## config.mk

```make
export PLATFORM = sky130hd
export DESIGN_NAME = pm_sleep_ctrl
export DESIGN_NICKNAME = d
export VERILOG_FILES = /design/src/rtl/pm_sleep_pkg.sv /design/src/rtl/pm_sleep_decode.sv /design/src/rtl/pm_apm_port.sv /design/src/rtl/pm_sleep_ctrl.sv
export SDC_FILE = /design/constraint.sdc
export NUM_CORES = 1
export LEC_CHECK = 0
export ABC_AREA = 1
export BUFFER_PORTS_ARGS = -buffer_cell sky130_fd_sc_hd__buf_4
export CAP_MARGIN = 20
export CORE_MARGIN = 2
export CORE_UTILIZATION = 49
export CTS_BUF_LIST = sky130_fd_sc_hd__clkbuf_8
export CTS_CLUSTER_SIZE = 24
export DETAILED_ROUTE_END_ITERATION = 6
export PLACE_DENSITY = 0.78
export SLEW_MARGIN = 5
export SYNTH_ARGS = -nofsm -noshare
export SYNTH_HDL_FRONTEND = slang
export SYNTH_HIERARCHICAL = 1
export SYNTH_SLANG_ARGS = --single-unit
export TNS_END_PERCENT = 20
```

## constraint.sdc

```tcl
create_clock -name clk -period 0.8 [get_ports clk]
set_input_delay 0.04 -clock clk [delete_from_list [all_inputs] [get_ports clk]]
set_output_delay 0.04 -clock clk [all_outputs]
set_load 0.005 [all_outputs]
```

## src/rtl/pm_sleep_pkg.sv

```systemverilog
package pm_sleep_pkg;

  typedef enum logic [1:0] {
    SLP_NONE      = 2'd0,
    SLP_OFF       = 2'd1,
    SLP_SUSPEND   = 2'd2,
    SLP_HIBERNATE = 2'd3
  } sleep_req_e;

  // Map a triggered sleep type onto a request kind.
  function automatic sleep_req_e classify_sleep(input logic [2:0] typ,
                                                input logic [2:0] hib);
    if (typ == 3'd0)      return SLP_OFF;
    else if (typ == 3'd1) return SLP_SUSPEND;
    else if (typ == hib)  return SLP_HIBERNATE;
    else                  return SLP_NONE;
  endfunction

endpackage

```

## src/rtl/pm_sleep_decode.sv

```systemverilog
module pm_sleep_decode
  import pm_sleep_pkg::*;
(
  input  logic       clk,
  input  logic       rst_n,
  input  logic       trig,
  input  logic [2:0] slp_typ,
  input  logic [2:0] hib_typ,
  output logic       req_off,
  output logic       req_suspend,
  output logic       req_hibernate
);

  sleep_req_e kind;

  always_comb begin
    kind = trig ? classify_sleep(slp_typ, hib_typ) : SLP_NONE;
  end

  always_ff @(posedge clk or negedge rst_n) begin
    if (!rst_n) begin
      req_off       <= 1'b0;
      req_suspend   <= 1'b0;
      req_hibernate <= 1'b0;
    end else begin
      req_off       <= (kind == SLP_OFF);
      req_suspend   <= (kind == SLP_SUSPEND);
      req_hibernate <= (kind == SLP_HIBERNATE);
    end
  end

  AST_ONE_REQUEST: assert property (@(posedge clk) disable iff (!rst_n)
    $onehot0({req_off, req_suspend, req_hibernate})) else $error("multiple requests");

  AST_OFF_CAUSE: assert property (@(posedge clk) disable iff (!rst_n)
    req_off |-> $past(trig && slp_typ == 3'd0)) else $error("spurious power-off");

  AST_SUSPEND_CAUSE: assert property (@(posedge clk) disable iff (!rst_n)
    req_suspend |-> $past(trig && slp_typ == 3'd1)) else $error("spurious suspend");

endmodule

```

## src/rtl/pm_apm_port.sv

```systemverilog
module pm_apm_port #(
  parameter logic [7:0] SCI_ON_CMD  = 8'hF1,
  parameter logic [7:0] SCI_OFF_CMD = 8'hF0
) (
  input  logic       clk,
  input  logic       rst_n,
  input  logic       cmd_wr,
  input  logic       sts_wr,
  input  logic [7:0] wbyte,
  input  logic       smi_allow,
  output logic [7:0] cmd_q,
  output logic [7:0] sts_q,
  output logic       sci_set,
  output logic       sci_clr,
  output logic       smi_req
);

  always_ff @(posedge clk or negedge rst_n) begin
    if (!rst_n) begin
      cmd_q   <= '0;
      sts_q   <= '0;
      smi_req <= 1'b0;
    end else begin
      if (cmd_wr) cmd_q <= wbyte;
      if (sts_wr) sts_q <= wbyte;
      smi_req <= cmd_wr && smi_allow;
    end
  end

  assign sci_set = cmd_wr && (wbyte == SCI_ON_CMD);
  assign sci_clr = cmd_wr && (wbyte == SCI_OFF_CMD);

  AST_SMI_CAUSE: assert property (@(posedge clk) disable iff (!rst_n)
    smi_req |-> $past(cmd_wr && smi_allow)) else $error("smi without command write");

  AST_SMI_SINGLE: assert property (@(posedge clk) disable iff (!rst_n)
    (sts_wr && !cmd_wr) |=> !smi_req) else $error("status write raised smi");

endmodule

```

## src/rtl/pm_sleep_ctrl.sv

```systemverilog
module pm_sleep_ctrl #(
  parameter int              ADDR_W      = 8,
  parameter int              DATA_W      = 16,
  parameter logic [ADDR_W-1:0] CTRL_ADDR = 8'h04,
  parameter logic [ADDR_W-1:0] CMD_ADDR  = 8'hB2,
  parameter logic [ADDR_W-1:0] STS_ADDR  = 8'hB3,
  parameter int              SLP_EN_BIT  = 13,
  parameter int              SLP_TYP_LSB = 10,
  parameter int              SCI_BIT     = 0
) (
  input  logic              clk,
  input  logic              rst_n,
  input  logic              bus_wr,
  input  logic [ADDR_W-1:0] bus_addr,
  input  logic [DATA_W-1:0] bus_wdata,
  output logic [DATA_W-1:0] bus_rdata,
  input  logic [2:0]        cfg_hib_type,
  input  logic              cfg_smi_en,
  output logic              sci_en,
  output logic              req_off,
  output logic              req_suspend,
  output logic              req_hibernate,
  output logic              smi_req
);

  localparam logic [DATA_W-1:0] STORE_MASK = ~(DATA_W'(1) << SLP_EN_BIT);

  logic [DATA_W-1:0] ctrl_q;
  logic [7:0]        cmd_q, sts_q;
  logic              ctrl_wr, cmd_wr, sts_wr;
  logic              sci_set, sci_clr;

  assign ctrl_wr = bus_wr && (bus_addr == CTRL_ADDR);
  assign cmd_wr  = bus_wr && (bus_addr == CMD_ADDR);
  assign sts_wr  = bus_wr && (bus_addr == STS_ADDR);

  always_ff @(posedge clk or negedge rst_n) begin
    if (!rst_n) begin
      ctrl_q <= '0;
    end else if (ctrl_wr) begin
      ctrl_q <= bus_wdata & STORE_MASK;
    end else if (sci_set) begin
      ctrl_q[SCI_BIT] <= 1'b1;
    end else if (sci_clr) begin
      ctrl_q[SCI_BIT] <= 1'b0;
    end
  end

  assign sci_en = ctrl_q[SCI_BIT];

  always_comb begin
    if (bus_addr == CTRL_ADDR)     bus_rdata = ctrl_q;
    else if (bus_addr == CMD_ADDR) bus_rdata = DATA_W'(cmd_q);
    else if (bus_addr == STS_ADDR) bus_rdata = DATA_W'(sts_q);
    else                           bus_rdata = '0;
  end

  pm_sleep_decode u_decode (
    .clk          (clk),
    .rst_n        (rst_n),
    .trig         (ctrl_wr && bus_wdata[SLP_EN_BIT]),
    .slp_typ      (bus_wdata[SLP_TYP_LSB +: 3]),
    .hib_typ      (cfg_hib_type),
    .req_off      (req_off),
    .req_suspend  (req_suspend),
    .req_hibernate(req_hibernate)
  );

  pm_apm_port u_apm (
    .clk      (clk),
    .rst_n    (rst_n),
    .cmd_wr   (cmd_wr),
    .sts_wr   (sts_wr),
    .wbyte    (bus_wdata[7:0]),
    .smi_allow(cfg_smi_en),
    .cmd_q    (cmd_q),
    .sts_q    (sts_q),
    .sci_set  (sci_set),
    .sci_clr  (sci_clr),
    .smi_req  (smi_req)
  );

  AST_TRIGGER_NOT_STORED: assert property (@(posedge clk) disable iff (!rst_n)
    (bus_addr == CTRL_ADDR) |-> !bus_rdata[SLP_EN_BIT]) else $error("trigger bit visible");

  AST_SCI_ON: assert property (@(posedge clk) disable iff (!rst_n)
    (cmd_wr && bus_wdata[7:0] == 8'hF1) |=> sci_en) else $error("sci not set");

  AST_SCI_OFF: assert property (@(posedge clk) disable iff (!rst_n)
    (cmd_wr && bus_wdata[7:0] == 8'hF0) |=> !sci_en) else $error("sci not cleared");

  AST_UNMAPPED_ZERO: assert property (@(posedge clk) disable iff (!rst_n)
    (bus_addr != CTRL_ADDR && bus_addr != CMD_ADDR && bus_addr != STS_ADDR)
      |-> (bus_rdata == '0)) else $error("unmapped read nonzero");

endmodule

```

==> metrics.csv, run 1 <==
metric;value;unit
netlist_instances;257;
drv_slew;0;
drtIter0Drc;93;
syn_avg_cell_area;7.55;sq um
vias_per_cell;4.99;
initial_core_util;51.8;%
hold_class;input pin to register;
end_kind;output pin;
cts_max_path_buffers;2;
ioPinCount;52;
power_density;1290;mW/mm^2
hold_ws;-6.39;ps
synth_nets;288;
grt_pass1_wl;8360;um
rsz0062_at_grt;true;
power;3.74;mW
ir_drop;977;uV
syn_to_final_growth;49.2;%
cts_root_buffer;clkbuf_8;
maxCapViolCount;0;
core_area;0.00374;sq mm
wl;5290;um
finalCritPeriodShare;128;%
ys_ff_latch;35;
grt-ovfl-total;0;
grt_pass1_vias;1935;
worstSetupPathType;register to output pin;
finalSetupViolCount;30;
cts_sinks;35;
worstPathRequired;760;ps
crit_slowest_cell;dfrtp_1;
cp_max_fo;2;
finalWorstSetupSlack;-225;ps
synth-seq-area-share;45.2;%
drt-pass1-iter-count;4;
r2r_start;ctrl_q[0];
ys_warn_count;6;
fp.dieH;66.9;um
clock_skew;0;ps
violations;negative hold slack, negative setup slack;
port_buffers;50;
vias;2007;
cp_common_cell;nand3_1;
clk_pin_slew_worst_paths;60;ps
hold_viol;1;
p_leak;1.55;nW
dieArea;0.00448;sq mm
status;complete, but fails checks;
max_freq;976;MHz
cts_tree;done;
synth.distinct_cells;22;
wl_per_cell;13.2;um
final_nets;386;
critPathLaunch;ctrl_q[0];
syn_area;0.00194;sq mm
cts_made_buffers;5;
grt_max_degree;36;
diodes;0;
startpoint_type;register;
max_stage_delay;400;ps
gp_congestion;0.797;
crit_arrival;980;ps
drive_above_1_share;39.3;%
grt_usage;25.1;%
clock_latency;280;ps
antenna_found_initial;0;
die_w;66.9;um
dp_hpwl;3550;um
dp_slack;-421;ps
ant_nets;0;
drc_errors;0;
hold_start;bus_wdata[6];
worstPathCellList;nand3_1 > nand3_1 > buf_4;
rows;22;
min_period;1020;ps
htree_num_levels;2;
-- where the power goes --
group | switching, mW | internal (mW)
logic | 0.324 | 0.330
clock network | 0.589 | 0.566
registers | 0.0590 | 1.87
-- kinds of logic after synthesis --
logic type	share of synthesized area [%]
DFF	45.2
other	0.193
buffers and inverters	12.9
AOI/OAI and AO/OA	5.29
and+or+nand+nor	36.5
-- worst max-delay path: cells and delay by family, from the launching register on --
kind / cells / cell delay [ps]
buf+inv: 1 / 140
flops: 1 / 400
simple gates: 2 / 160
-- per-stage QoR --
stage	TNS, ps	std cells	hold slack, ps	instance area (sq um)	utilization (%)
global route	-5410	402	15.1	2890	77.3
finish	-3400	402	-6.39	2890	77.3
floorplan	-4800	257	-256	1970	-
global placement	-13240	370	15.9	2500	66.7
detailed placement	-14060	370	17.0	2500	66.7
CTS	-3110	389	1.34	2710	72.5
-- per-layer routing --
metal / vias to the layer above / global-route usage, % / routed length, um
met5: - / 0 / 0
met4: 0 / 11.2 / 58
met3: 7 / 4.05 / 389
met2: 73 / 41.0 / 2690
met1: 936 / 32.7 / 2150
li1: 991 / - / -
-- placed cells by master, fill, tap and decap left out, types with 3 or more instances in the layout --
cell | Yosys | layout
nand2_4 | 0 | 3
nor2_2 | 7 | 8
nor2_1 | 19 | 13
dfrtp_1 | 35 | 35
buf_4 | 1 | 84
nor2_4 | 2 | 7
o21ai_0 | 10 | 6
dlygate4sd3_1 | 0 | 8
inv_2 | 2 | 5
a21oi_1 | 4 | 4
clkbuf_8 | 0 | 5
nand2_2 | 5 | 7
buf_6 | 7 | 8
nand2_1 | 65 | 60
inv_1 | 39 | 33
nand3_1 | 48 | 46
o21ai_1 | 0 | 4
inv_4 | 0 | 3
-- flip-flops by register name, summed over array words and instances (netlist names) --
register,count
ctrl_q,15
u_apm/cmd_q,8
u_apm/sts_q,8
u_apm/smi_req,1
u_decode/req_hibernate,1
u_decode/req_off,1
u_decode/req_suspend,1
-- worst paths after layout --
kind | slack, ps | endpoint | cells past startpoint
max in group asynchronous | 250 | u_apm/smi_req | 2
min | -6 | u_apm/cmd_q[6] | 3
min in group asynchronous | 240 | u_apm/sts_q[4] | 2
min reg2reg | 480 | ctrl_q[3] | 2
max | -220 | bus_rdata[0] | 3
max reg2reg | -120 | ctrl_q[0] | 5
-- synth_stat cells --
master | count | area (sq um)
nand3_1 | 48 | 240
nor3_1 | 2 | 10.0
buf_4 | 1 | 7.51
conb_1 | 1 | 3.75
buf_2 | 2 | 10.0
o21ai_0 | 10 | 50.1
o21bai_1 | 1 | 7.51
nor3_2 | 2 | 20.0
nand2_2 | 5 | 31.3
nor2_2 | 7 | 43.8
o21ai_2 | 2 | 17.5
dfrtp_1 | 35 | 876
nand3_4 | 1 | 17.5
inv_2 | 2 | 7.51
a21oi_1 | 4 | 20.0
inv_1 | 39 | 146
o21a_1 | 1 | 7.51
nor2_1 | 19 | 71.3
and2_1 | 1 | 6.26
nand2_1 | 65 | 244
buf_6 | 7 | 78.8
nor2_4 | 2 | 22.5
-- area by class of cell --
class / count / area, sq um
inverter: 41 / 174
sequential: 35 / 876
clock inverter: 1 / 3.75
clock buffer: 5 / 68.8
multi-input combinational: 171 / 891
tap: 48 / 60.1
timing repair buffer: 101 / 821
fill: 271 / 850
-- what timing repair did --
action                                  in CTS  in global routing
buffers inserted                             5                 13
gates cloned                                 0                  0
resized for setup                           11                 29
pin swaps                                   23                 19
endpoints found under the setup margin      37                 55
endpoints found under the hold margin       42                  0
hold buffers                                 8                  0
No activity file was read; power rests on OpenSTA's default activity.
==> inputs of run 2 (changes only) <==
Settings changed: ABC_AREA 1 to not set, CORE_UTILIZATION 49 to 48, CTS_BUF_LIST sky130_fd_sc_hd__clkbuf_8 to sky130_fd_sc_hd__clkbuf_2 sky130_fd_sc_hd__clkbuf_4 sky130_fd_sc_hd__clkbuf_8, TNS_END_PERCENT 20 to 30.
==> metrics.csv, run 2 <==
metric;value;unit;change
cts_root_buffer;clkbuf_4;;
grt_usage;24.1;%;-1.1 points
hold_viol;0;;-1
dieArea;0.00410;sq mm;-8.4%
synth.distinct_cells;28;;+27%
core_area;0.00339;sq mm;-9.5%
hold-path-endpoint;u_decode/req_suspend;;
ir_drop;1090;uV;+11%
synthFlopType;dfrtp_1;;
timing.rr.end;u_apm/sts_q[0];;
rows;21;;-4.5%
r2r_start;u_apm/sts_q[0];;
reg2reg_depth;1;;-4
yosysMostFrequentCell;dfrtp_1;;
finalWorstSetupSlack;-494;ps;-269 ps
grt_pass1_vias;1479;;-24%
cp_common_cell;nor3_2;;
fp.dieH;64.0;um;-4.3%
synth-seq-area-share;50.6;%;+5.5 points
diodes;0;;unchanged
path_delay_family;simple AND/OR/NAND/NOR gates;;
drt-pass1-iter-count;4;;unchanged
wl_per_cell;18.8;um;+43%
crit_slowest_cell;nor3_2;;
syn_to_final_growth;58.4;%;
fill_cells;181;;-33%
ioPinCount;52;;unchanged
most-common-layout-cells;buf_4, dfrtp_1, mux2_2, buf_6, dlygate4sd3_1;;
worstPathCellList;buf_8 > nor4b_4 > nand4_1 > nor3_2 > nand4bb_1 > nor3_2 > inv_1 > a21oi_2 > mux2i_1;;
cts_made_buffers;5;;unchanged
gp_congestion;0.767;;-3.8%
wl;4880;um;-7.8%
hold_class;input pin to register;;
yosysTopAreaCell;dfrtp_1;;
cts_tree;done;;
finalCritPeriodShare;162;%;+34 points
synth_top_area_share;50.6;%;+5.5 points
ys_ff_latch;35;;unchanged
netlist_instances;124;;-52%
vias_per_cell;5.38;;+7.9%
end_kind;register;;
violations;negative setup slack;;
path_buf_inv;2;;+1
rsz0062_at_grt;true;;
clk_pin_slew_worst_paths;110;ps;+50 ps
p_leak;1.37;nW;-12%
grt_max_degree;36;;unchanged
synth_edf_count;0;;unchanged
drive_above_1_share;64.0;%;+25 points
drc_errors;0;;unchanged
synthArstFlopShare;100;%;unchanged
startpoint_type;input pin;;
top_register;ctrl_q;;
power_density;1250;mW/mm^2;-3.3%
die_w;64.0;um;-4.3%
synth_area_leaders;dfrtp_1, mux2_2, mux2_4;;
initial_core_util;51.1;%;-0.75 points
drtIter0Drc;74;;-20%
clock_skew;0;ps;unchanged
max_stage_delay;300;ps;-100 ps
biggestRegsByFlops;ctrl_q x15, u_apm/cmd_q x8, u_apm/sts_q x8;;
htree_num_levels;2;;unchanged
drv_slew;0;;unchanged
vias;1400;;-30%
synth_nets;155;;-46%
final_nets;244;;-37%
finalSetupViolCount;52;;+73%
cts_max_path_buffers;2;;unchanged
clock_latency;350;ps;+70 ps
port_buffers;50;;unchanged
maxCapViolCount;0;;unchanged
final_common_cell;buf_4;;
holdPathStages;2;;-1
fin_util;80.8;%;+3.5 points
dp_hpwl;2860;um;-19%
largest_reg_flops;15;;unchanged
synth.top_cells.by_count;dfrtp_1, mux2_2, mux2_4, mux2i_1;;
ys_warn_count;6;;unchanged
antenna_found_initial;0;;unchanged
worstSetupPathType;input pin to register;;
hold_start;bus_wdata[11];;
crit_arrival;1540;ps;+560 ps
syn_area;0.00173;sq mm;-11%
syn_avg_cell_area;14.0;sq um;+85%
hold_ws;33.6;ps;+40.0 ps
grt_pass1_wl;7330;um;-12%
status;complete, but fails checks;;
cts_sinks;35;;unchanged
max_freq;773;MHz;-21%
min_period;1290;ps;+269 ps
worstPathRequired;1050;ps;+290 ps
cp_max_fo;2;;unchanged
grt-ovfl-total;0;;unchanged
ant_nets;0;;unchanged
rrSetupSlack;-20;ps;+100 ps
## run 2: cell families (layout without fill, tap and decap cells)
family | Yosys count | count (layout) | synth area share [%]
mux | 39 | 39 | 26.7
xor+xnor | 2 | 2 | 1.01
compound gates | 10 | 10 | 4.70
simple gates | 26 | 26 | 12.8
buf+inv | 11 | 101 | 3.98
flops | 35 | 35 | 50.6
other cells | 1 | 1 | 0.217
## run 2: worst max path at each step
stage	startpoint	to	slack (ps)	depth (start not counted)
6_report	bus_addr[6]	ctrl_q[0]	-490	9
5_1_grt	bus_addr[6]	ctrl_q[0]	-560	9
4_1_cts	u_apm/sts_q[7]	bus_rdata[7]	-400	3
3_5_place_dp	bus_addr[6]	ctrl_q[0]	-780	9
3_3_place_gp	bus_addr[6]	ctrl_q[0]	-670	9
2_1_floorplan	bus_addr[6]	ctrl_q[0]	-750	9
## run 2: through the flow
stage / setup TNS (ps) / instance area (sq um) / setup WS, ps / power (mW) / instances
detailed placement: -26280 / 2280 / -784 / 2.33 / 235
CTS: -13900 / 2620 / -395 / 3.39 / 259
floorplan: -17900 / 1740 / -750 / 2.06 / 124
finish: -14510 / 2740 / -494 / 3.43 / 260
global route: -16710 / 2740 / -561 / 3.58 / 260
global placement: -25850 / 2280 / -672 / 2.30 / 235
## run 2: layout make-up
| type | count | area (sq um) | share of cell area, % |
|---|---|---|---|
| inverter | 5 | 18.8 | 0.685 |
| clock inverter | 2 | 12.5 | 0.457 |
| timing repair buffer | 88 | 783 | 28.6 |
| multi-input combinational | 78 | 946 | 34.5 |
| clock buffer | 6 | 45.0 | 1.64 |
| sequential | 35 | 877 | 32.0 |
| tap | 46 | 57.6 | 2.10 |
## run 2: power breakdown
| part | internal [mW] | switching, mW |
|---|---|---|
| Clock | 0.373 | 0.630 |
| Sequential | 1.84 | 0.0540 |
| Combinational | 0.315 | 0.212 |
## run 2: repair_timing
item | in CTS | in global routing
hold buffers | 14 | 0
gates resized for setup | 27 | 23
buffers inserted | 2 | 1
pin swaps | 8 | 3
setup endpoints to repair | 55 | 55
endpoints found under the hold margin | 54 | 0
## run 2: metal layers
layer / vias up / wire [um] / global-route usage (%)
li1: 632 / - / -
met1: 713 / 2050 / 30.7
met2: 45 / 2530 / 37.8
met3: 10 / 209 / 6.51
met4: 0 / 99 / 11.7
met5: - / 0 / 0
